`config.mk`:
```
export PLATFORM = sky130hd
export DESIGN_NAME = spm_ctrl
export DESIGN_NICKNAME = d
export VERILOG_FILES = /design/src/rtl/spm_pkg.sv /design/src/rtl/spm_decode.sv /design/src/rtl/spm_page_buf.sv /design/src/rtl/spm_seq.sv /design/src/rtl/spm_ctrl.sv
export SDC_FILE = /design/constraint.sdc
export NUM_CORES = 2
export LEC_CHECK = 0
export BUFFER_PORTS_ARGS = -buffer_cell sky130_fd_sc_hd__buf_2
export CORE_UTILIZATION = 25
export CTS_BUF_LIST = sky130_fd_sc_hd__clkbuf_4 sky130_fd_sc_hd__clkbuf_8 sky130_fd_sc_hd__clkbuf_16
export DETAILED_ROUTE_END_ITERATION = 10
export PLACE_DENSITY = 0.42
export SYNTH_ARGS = -nofsm -noshare
export SYNTH_HDL_FRONTEND = slang
export SYNTH_SLANG_ARGS = --single-unit
```
`constraint.sdc`:
```
create_clock -name clk -period 2.6 [get_ports clk]
set_clock_uncertainty 0.1 [all_clocks]
set_input_delay 0.52 -clock clk [delete_from_list [all_inputs] [get_ports clk]]
set_output_delay 0.52 -clock clk [all_outputs]
set_load 0.02 [all_outputs]
```
`src/rtl/spm_pkg.sv`:
```
package spm_pkg;

    typedef enum logic [1:0] {
        OP_ERASE = 2'b00,
        OP_LOAD  = 2'b01,
        OP_WRITE = 2'b10
    } op_e;

    typedef enum logic [2:0] {
        ST_IDLE,
        ST_ERASE,
        ST_PROG,
        ST_SETTLE,
        ST_FINISH
    } state_e;

    localparam logic [15:0] OPC_KEEP_Z = 16'h95E8;
    localparam logic [15:0] OPC_BUMP_Z = 16'h95F8;
    localparam logic [15:0] WORD_BLANK = 16'hFFFF;

endpackage

```
`src/rtl/spm_decode.sv`:
```
module spm_decode
    import spm_pkg::*;
(
    input  logic        issue,
    input  logic [15:0] opcode,
    input  logic [1:0]  op_sel,
    output logic        cmd_valid,
    output op_e         cmd_op,
    output logic        cmd_inc
);

    logic opc_hit;

    always_comb begin
        opc_hit   = (opcode == OPC_KEEP_Z) || (opcode == OPC_BUMP_Z);
        cmd_inc   = (opcode == OPC_BUMP_Z);
        cmd_op    = op_e'(op_sel);
        cmd_valid = issue && opc_hit && (op_sel != 2'b11);
    end

endmodule

```
`src/rtl/spm_page_buf.sv`:
```
module spm_page_buf
    import spm_pkg::*;
#(
    parameter  int PAGE_WORDS = 64,
    localparam int IDX_W      = $clog2(PAGE_WORDS)
) (
    input  logic             clk,
    input  logic             rst_n,
    input  logic             ld_en,
    input  logic [IDX_W-1:0] ld_idx,
    input  logic [15:0]      ld_data,
    input  logic             clr,
    input  logic [IDX_W-1:0] rd_idx,
    output logic [15:0]      rd_data
);

    logic [PAGE_WORDS-1:0][15:0] words;

    always_ff @(posedge clk or negedge rst_n) begin
        if (!rst_n) begin
            for (int i = 0; i < PAGE_WORDS; i++) words[i] <= WORD_BLANK;
        end else if (clr) begin
            for (int i = 0; i < PAGE_WORDS; i++) words[i] <= WORD_BLANK;
        end else if (ld_en) begin
            for (int i = 0; i < PAGE_WORDS; i++) begin
                if (ld_idx == IDX_W'(i)) words[i] <= ld_data;
            end
        end
    end

    assign rd_data = words[rd_idx];

    // after a clear every word reads blank, whichever index is selected
    assert_clear_blank_R7: assert property (@(posedge clk) disable iff (!rst_n)
        clr |=> (rd_data == WORD_BLANK));

endmodule

```
`src/rtl/spm_seq.sv`:
```
module spm_seq
    import spm_pkg::*;
#(
    parameter  int PAGE_WORDS    = 64,
    parameter  int SETTLE_CYCLES = 16,
    parameter  int PTR_W         = 24,
    localparam int IDX_W         = $clog2(PAGE_WORDS),
    localparam int PAGE_W        = PTR_W - 1 - IDX_W,
    localparam int CNT_MAX       = (PAGE_WORDS > SETTLE_CYCLES) ? PAGE_WORDS : SETTLE_CYCLES,
    localparam int CNT_W         = $clog2(CNT_MAX + 1)
) (
    input  logic              clk,
    input  logic              rst_n,
    input  logic              cmd_valid,
    input  op_e               cmd_op,
    input  logic              cmd_inc,
    input  logic [PTR_W-1:0]  ptr,
    input  logic [15:0]       fl_rdata,
    output state_e            state,
    output logic [IDX_W-1:0]  idx,
    output logic [PAGE_W-1:0] page,
    output logic              busy,
    output logic              done,
    output logic              fl_we,
    output logic              buf_ld,
    output logic              buf_clr,
    output logic              prog_err,
    output logic              z_we,
    output logic [15:0]       z_next
);

    localparam logic [CNT_W-1:0] LAST_WORD   = CNT_W'(PAGE_WORDS - 1);
    localparam logic [CNT_W-1:0] LAST_SETTLE = CNT_W'((SETTLE_CYCLES > 0) ? SETTLE_CYCLES - 1 : 0);

    state_e            state_nxt;
    state_e            after_fill;
    logic [CNT_W-1:0]  cnt;
    op_e               op_q;
    logic [PAGE_W-1:0] page_q;
    logic              err_q;
    logic              z_we_q;
    logic [15:0]       z_next_q;
    logic              accept;

    generate
        if (SETTLE_CYCLES == 0) begin : g_no_settle
            assign after_fill = ST_FINISH;
        end else begin : g_settle
            assign after_fill = ST_SETTLE;
        end
    endgenerate

    assign accept = (state == ST_IDLE) && cmd_valid;

    // state register
    always_ff @(posedge clk or negedge rst_n) begin
        if (!rst_n) state <= ST_IDLE;
        else        state <= state_nxt;
    end

    // transitions
    always_comb begin
        state_nxt = state;
        unique case (state)
            ST_IDLE: begin
                if (cmd_valid) begin
                    unique case (cmd_op)
                        OP_ERASE: state_nxt = ST_ERASE;
                        OP_WRITE: state_nxt = ST_PROG;
                        default:  state_nxt = ST_FINISH;
                    endcase
                end
            end
            ST_ERASE,
            ST_PROG:   if (cnt == LAST_WORD)   state_nxt = after_fill;
            ST_SETTLE: if (cnt == LAST_SETTLE) state_nxt = ST_FINISH;
            ST_FINISH: state_nxt = ST_IDLE;
            default:   state_nxt = ST_IDLE;
        endcase
    end

    // outputs decoded from state
    always_comb begin
        busy    = (state != ST_IDLE);
        done    = (state == ST_FINISH);
        fl_we   = (state == ST_ERASE) || (state == ST_PROG);
        buf_clr = (state == ST_FINISH) && (op_q != OP_LOAD);
        buf_ld  = accept && (cmd_op == OP_LOAD);
    end

    // counters and captured command fields
    always_ff @(posedge clk or negedge rst_n) begin
        if (!rst_n) begin
            cnt      <= '0;
            op_q     <= OP_LOAD;
            page_q   <= '0;
            err_q    <= 1'b0;
            z_we_q   <= 1'b0;
            z_next_q <= '0;
        end else begin
            cnt    <= (state_nxt != state) ? '0 : cnt + 1'b1;
            z_we_q <= accept && cmd_inc;
            if (accept) begin
                op_q     <= cmd_op;
                page_q   <= ptr[PTR_W-1:IDX_W+1];
                err_q    <= 1'b0;
                z_next_q <= ptr[15:0] + 16'd2;
            end else if ((state == ST_PROG) && (fl_rdata != WORD_BLANK)) begin
                err_q <= 1'b1;
            end
        end
    end

    assign idx      = cnt[IDX_W-1:0];
    assign page     = page_q;
    assign prog_err = err_q;
    assign z_we     = z_we_q;
    assign z_next   = z_next_q;

    // completion is a single-cycle pulse
    assert_done_pulse_R8: assert property (@(posedge clk) disable iff (!rst_n)
        done |=> !done);

    // a pointer write-back only follows an accepted command
    assert_zwe_after_accept_R9: assert property (@(posedge clk) disable iff (!rst_n)
        z_we |-> ($past(state) == ST_IDLE) && $past(cmd_valid));

    // the error flag only moves on accept or while programming
    assert_err_hold_R6: assert property (@(posedge clk) disable iff (!rst_n)
        (busy && $past(busy) && (state != ST_PROG) && ($past(state) != ST_PROG))
            |-> $stable(prog_err));

endmodule

```
`src/rtl/spm_ctrl.sv`:
```
module spm_ctrl
    import spm_pkg::*;
#(
    parameter  int PAGE_WORDS    = 64,
    parameter  int SETTLE_CYCLES = 16,
    localparam int PTR_W         = 24,
    localparam int FA_W          = PTR_W - 1,
    localparam int IDX_W         = $clog2(PAGE_WORDS),
    localparam int PAGE_W        = FA_W - IDX_W
) (
    input  logic            clk,
    input  logic            rst_n,
    input  logic            issue,
    input  logic [15:0]     opcode,
    input  logic [1:0]      op_sel,
    input  logic [7:0]      ptr_ext,
    input  logic [15:0]     ptr_z,
    input  logic [7:0]      data_hi,
    input  logic [7:0]      data_lo,
    output logic            busy,
    output logic            done,
    output logic            prog_err,
    output logic            z_we,
    output logic [15:0]     z_next,
    output logic            fl_we,
    output logic [FA_W-1:0] fl_addr,
    output logic [15:0]     fl_wdata,
    input  logic [15:0]     fl_rdata
);

    logic              cmd_valid;
    op_e               cmd_op;
    logic              cmd_inc;
    state_e            state;
    logic [IDX_W-1:0]  idx;
    logic [PAGE_W-1:0] page;
    logic              buf_ld;
    logic              buf_clr;
    logic [15:0]       buf_rd;
    logic [PTR_W-1:0]  ptr;

    assign ptr = {ptr_ext, ptr_z};

    spm_decode u_decode (
        .issue     (issue),
        .opcode    (opcode),
        .op_sel    (op_sel),
        .cmd_valid (cmd_valid),
        .cmd_op    (cmd_op),
        .cmd_inc   (cmd_inc)
    );

    spm_seq #(
        .PAGE_WORDS    (PAGE_WORDS),
        .SETTLE_CYCLES (SETTLE_CYCLES),
        .PTR_W         (PTR_W)
    ) u_seq (
        .clk       (clk),
        .rst_n     (rst_n),
        .cmd_valid (cmd_valid),
        .cmd_op    (cmd_op),
        .cmd_inc   (cmd_inc),
        .ptr       (ptr),
        .fl_rdata  (fl_rdata),
        .state     (state),
        .idx       (idx),
        .page      (page),
        .busy      (busy),
        .done      (done),
        .fl_we     (fl_we),
        .buf_ld    (buf_ld),
        .buf_clr   (buf_clr),
        .prog_err  (prog_err),
        .z_we      (z_we),
        .z_next    (z_next)
    );

    spm_page_buf #(
        .PAGE_WORDS (PAGE_WORDS)
    ) u_buf (
        .clk     (clk),
        .rst_n   (rst_n),
        .ld_en   (buf_ld),
        .ld_idx  (ptr_z[IDX_W:1]),
        .ld_data ({data_hi, data_lo}),
        .clr     (buf_clr),
        .rd_idx  (idx),
        .rd_data (buf_rd)
    );

    assign fl_addr  = {page, idx};
    assign fl_wdata = (state == ST_PROG) ? (fl_rdata & buf_rd) : WORD_BLANK;

    // one operation never strays off its page
    assert_page_stable_R4: assert property (@(posedge clk) disable iff (!rst_n)
        (busy && $past(busy)) |-> $stable(fl_addr[FA_W-1:IDX_W]));

endmodule

```
Word level (Yosys, flattened, before mapping)
Index checks and enable logic that the tools add are counted.

Order comparisons: 1. Add/sub/neg operators: 2. Shift operators: 0. Equal/unequal tests: 77. Multiplexer cells: 77. Multipliers: 0. Reduce and logical (&&, ||, !) cells: 144. Divide/modulo/power cells: 0. Bitwise gates (word level): 1.

Operators by type and width (number): two-way mux 1024 bit (2); two-way mux 16 bit (66); equality test 6 bit, second input constant (32); nonzero test 2 bit (66); AND reduction 2 bit (64); binary-select mux 16 bit (select 6 bit) (1); equality test 6 x 5 -> 1 bit, second input constant (16); equality test 6 x 4 -> 1 bit, second input constant (8); equality test 16 bit, second input constant (2); equality test 6 x 3 -> 1 bit, second input constant (4); adder 16 x 2 -> 16 bit, second input constant (1); bitwise AND 16 bit (1); inequality test 16 bit, second input constant (1); equality test 6 x 2 -> 1 bit, second input constant (2); two-way mux 3 bit (3); one-hot mux 3 bit (3 select lines) (1); adder 7 x 1 -> 7 bit, second input constant (1); equality test 7 x 4 -> 1 bit, second input constant (1); equality test 7 x 6 -> 1 bit, second input constant (1); logical AND 1 bit (7); < comparator 6 x 7 -> 1 bit, second input constant (1); two-way mux 7 bit (1); equality test 3 x 2 -> 1 bit, second input constant (2); equality test 6 x 1 -> 1 bit, second input constant (1); other kinds (15) (17).

Bits in read-only memories: 0. Logic and storage cells: 373. Latch bits: 0. Memories kept: 0. Bits in writable memories: 0. Register bits after elaboration: 1071. Output and inout port bits: 60. Input bits: 77.

Longest topological paths before layout
Word-level depth: 8. Gate-level depth with buffers: 9. Gate-level depth less buffers: 6.

Cells and area by module
Synthesis repeated with hierarchy kept, for this count alone.

Cells, all modules: 5223. Area total of the unflattened synthesis: 55378.1 µm².

By module, submodules not included: spm_page_buf (area an instance 52884.5 µm², times used 1, cells each 4970, seq. area each 26905.8 µm²); spm_seq (area an instance 2255.9 µm², times used 1, cells each 207, seq. area each 1177.4 µm²); spm_ctrl (area an instance 150.1 µm², times used 1, cells each 34, seq. area each 0.0 µm²); spm_decode (area an instance 87.6 µm², times used 1, cells each 12, seq. area each 0.0 µm²).

Worst setup path before layout
No wires, ideal clock.

Path kind: register to output. Start point: reg u_seq.cnt[0]. End point: out fl_wdata[14]. Arrival time: 2.119 ns. Buffers on the path: 4. Data required time: 1.980 ns. Cell stages (with the launch flop): 9. Slack: -0.139 ns. Cell sequence: dfrtp_1 buf_2 buf_2 buf_2 buf_2 a211oi_1 nor3_1 nor4_1 a211oi_1.

Cells in the longest elaborated chain, start to end: 4.

RTL lines: from (decl) (RTL line spm_seq.sv:37) `logic [CNT_W-1:0] cnt;`; from (signal assigned) (RTL line spm_seq.sv:101) `cnt <= (state_nxt != state) ? '0 : cnt + 1'b1;`; binary-select mux 16 bit (select 6 bit) (RTL line spm_page_buf.sv:31) `assign rd_data = words[rd_idx];`; two-way mux 16 bit (not written as such) (RTL line spm_page_buf.sv:31); bitwise AND 16 bit (RTL line spm_ctrl.sv:92) `assign fl_wdata = (state == ST_PROG) ? (fl_rdata & buf_rd) : WORD_BLANK;`; two-way mux 16 bit (RTL line spm_ctrl.sv:92); to (decl) (RTL line spm_ctrl.sv:27) `output logic [15:0] fl_wdata,`.

No other way between the ends. The select of a mux whose other input is x is not followed.

Worst setup path in the final report
Start point: reg u_seq.cnt[0]. End point: out fl_wdata[9].

The elaborated chain is that of the path after synthesis.

==> flow_metrics.env <==
export IMPL_yosysTopAreaCell="dfstp_2"
export IMPL_r2r_start="u_seq.state[0]"
export IMPL_ir_worst_vdd_v=0.000572
export IMPL_drtAntennaViolNets=0
export IMPL_synth_commonest_cells="nand3_1, dfstp_2, o21ai_1"
export IMPL_post_route_cell_area_um2=71300
export IMPL_hold_end="u_seq.state[0]"
export IMPL_yosysTopAreaCellShare_pct=48.3
export IMPL_root_buffer="clkbuf_16"
export IMPL_fp_dieW_um=474
export IMPL_synth_nets=5790
export IMPL_reg2reg_depth=9
export IMPL_r2r_end="u_buf.words[90]"
export IMPL_io_pin_count=137
export IMPL_yosysSeqAreaShare_pct=50.4
export IMPL_fill_cells=22300
export IMPL_powerDensity_nw_per_um2=602
export IMPL_hold_path_class="in -> reg"
export IMPL_drive_gt1_share_pct=41.3
export IMPL_rsz0062_at_grt="yes"
export IMPL_drt_total_wl_mm=238
export IMPL_layout_setup_ws_ns=-1.48
export IMPL_relSlewSlack_pct=46.9
export IMPL_die_area_um2=225000
export IMPL_grt_pass1_vias=49000
export IMPL_synth_area_per_cell_um2=9.76
export IMPL_row_count=172
export IMPL_grt_start_max_net_pins=110
export IMPL_syn2layout_area_growth_pct=27.9
export IMPL_violations="setup timing"
export IMPL_synth_edf_count=0
export IMPL_synth_top_family_by_area="simple AND/OR/NAND/NOR gates"
export IMPL_dp_cells=8636
export IMPL_maxSlewViolCount=0
export IMPL_synth_most_common_cell="nand3_1"
export IMPL_htree_levels=4
export IMPL_min_from="op_sel[0]"
export IMPL_initial_core_util_pct=25.3
export IMPL_placed_area_um2=64800
export IMPL_worstPathRequired_ns=1.98
export IMPL_cap_violations=0
export IMPL_tightest_slew_ns=0.797
export IMPL_drt_iter0_drc=4977
export IMPL_finalNonFillerCells=8949
export IMPL_grt_pass1_wl_mm=353
export IMPL_port_buffers=136
export IMPL_finalCritPeriodShare_pct=157
export IMPL_ys_seq_elements=1071
export IMPL_synthMuxAreaShare_pct=11.7
export IMPL_p_leak_nw=22.8
export IMPL_overflow=0
export IMPL_worstHoldPathCells=3
export IMPL_synth_cells=5708
export IMPL_detailed_place_hpwl_mm=143
export IMPL_ys_flop_type="dfstp_2"
export IMPL_path_class="reg -> out"
export IMPL_wire_per_inst_um=26.5
export IMPL_synth_cell_type_count=49
export IMPL_period_needed_ns=4.08
export IMPL_synthXorXnorAreaFrac_pct=0.299
export IMPL_clockBufferDepth=3
export IMPL_fmax_mhz=245
export IMPL_synth_area_um2=55700
export IMPL_num_vias=49100
export IMPL_endpoint_kind="output pin"
export IMPL_gp_congestion=0.832
export IMPL_finalHoldViolCount=0
export IMPL_power_w=0.0429
export IMPL_synthSimpleGateAreaFrac_pct=20.4
export IMPL_crit_path_start_kind="flip-flop"
export IMPL_drc=0
export IMPL_cts_num_sinks=1071
export IMPL_antenna_found_initial=7
export IMPL_r2r_setup_slack_ns=0.14
export IMPL_grt_use_total_pct=20.8
export IMPL_nets=5962
export IMPL_synth_area_leaders="dfstp_2, nand3_1, mux4_2"
export IMPL_clkLatencyLatePin_ns=0.78
export IMPL_cts_tree="built"
export IMPL_synth_compound_area_share_pct=11.3
export IMPL_fin_util_pct=32.3
export IMPL_async_reset_ff_share_pct=100
export IMPL_setup_viol=18
export IMPL_synthAdderAreaFrac_pct=0.112
export IMPL_yosys_warnings=0
export IMPL_fp_dieH_um=474
export IMPL_via_per_inst=5.48
export IMPL_numCtsBuffers=130
export IMPL_core_area_um2=221000
export IMPL_path_max_fanout=8
export IMPL_clk_transition_reported_paths_ns=0.06
export IMPL_critPathArrivalTime_ns=3.46
export IMPL_status="finished with violations"
export IMPL_dr_pass1_iters=6
-- kinds of logic after synthesis --
group           Yosys count
buf+inv                 792
mux                     352
xor+xnor                 19
flops                  1071
compound gates         1190
fa+ha+maj                 5
simple gates           2279
-- how the worst max path moves through the flow --
stage / from / to / cells past startpoint
floorplan: u_seq.cnt[0] / fl_wdata[10] / 8
global placement: u_seq.cnt[0] / fl_wdata[7] / 10
detailed placement: u_seq.cnt[0] / fl_wdata[7] / 10
CTS: u_seq.cnt[0] / fl_wdata[9] / 10
global route: u_seq.cnt[0] / fl_wdata[9] / 11
finish: u_seq.cnt[0] / fl_wdata[9] / 11
-- worst max-delay path, cell delays in order, from the launching register on --
cell and delay [ns]:
dfrtp_4 0.52, buf_12 0.16, buf_8 0.13, buf_16 0.15, buf_12 0.13, mux4_2 0.34, o22ai_2 0.09, o31ai_4 0.37
o32ai_4 0.13, a21oi_4 0.35, buf_6 0.17, buf_6 0.11
-- through the flow --
stage / hold WS [ns] / setup TNS (ns) / setup WS, ns
after floorplan: 0.124 / -0.219 / -0.0390
after global placement: 0.344 / -58.56 / -1.40
after detailed placement: 0.351 / -27.53 / -1.36
after CTS: 0.0226 / -23.37 / -1.50
after global routing: 0.0580 / -23.25 / -1.52
final: 0.0779 / -21.54 / -1.48
-- layer usage --
layer / vias up / GRT usage [%] / routed length (um)
met2: 1965 / 33.2 / 112000
met1: 25500 / 28.5 / 104000
li1: 21300 / - / -
met4: 0 / 7.47 / 7620
met3: 358 / 3.08 / 14300
met5: - / 0 / 0
-- sequential cells by signal, indices dropped and copies added, names as in the netlist --
name / cells
u_seq.cnt: 7
u_seq.z_next: 16
u_buf.words: 1024
u_seq.page: 17
u_seq.z_we: 1
u_seq.op_q: 2
u_seq.state: 3
u_seq.prog_err: 1
-- timing repair --
action	CTS	global route
endpoints found under the hold margin	53	0
gates cloned	6	2
buffers inserted	33	17
hold buffers	26	0
setup endpoints to repair	22	28
pin swaps	24	29
gates resized for setup	165	78
-- area by class of cell --
cell class	count	area (um^2)	area share, %
Clock buffer	196	4030	5.65
Sequential cell	1071	28100	39.4
Timing Repair Buffer	823	9470	13.3
Tap cell	2958	3700	5.19
Clock inverter	32	375	0.527
Multi-Input combinational cell	3845	25500	35.8
Inverter	9	33.8	0.0474
Antenna cell	15	37.5	0.0527
-- where the power goes --
| group | internal (W) | switching (W) | total (W) | leakage, nW |
|---|---|---|---|---|
| combinational | 0.00253 | 0.00446 | 0.00700 | 9.16 |
| clock | 0.0112 | 0.00781 | 0.0190 | 2.21 |
| sequential | 0.0168 | 0.0000437 | 0.0168 | 11.4 |
-- layout by cell type, fill, tap and decap left out, types with 33 or more instances in the layout --
master     netlist  final
dfrtp_1         46     43
buf_2          170    115
mux2i_1         96     82
dfstp_2       1025   1025
nor2_1          43     34
nand2_1        124    114
clkbuf_16        0    136
o21ai_1        825    824
mux4_2         240    240
nand3_1       2028   2023
buf_12           0    246
o21ai_0        200    200
clkbuf_8         0     33
buf_4           10    384
Power figures use the tool's default switching activity.
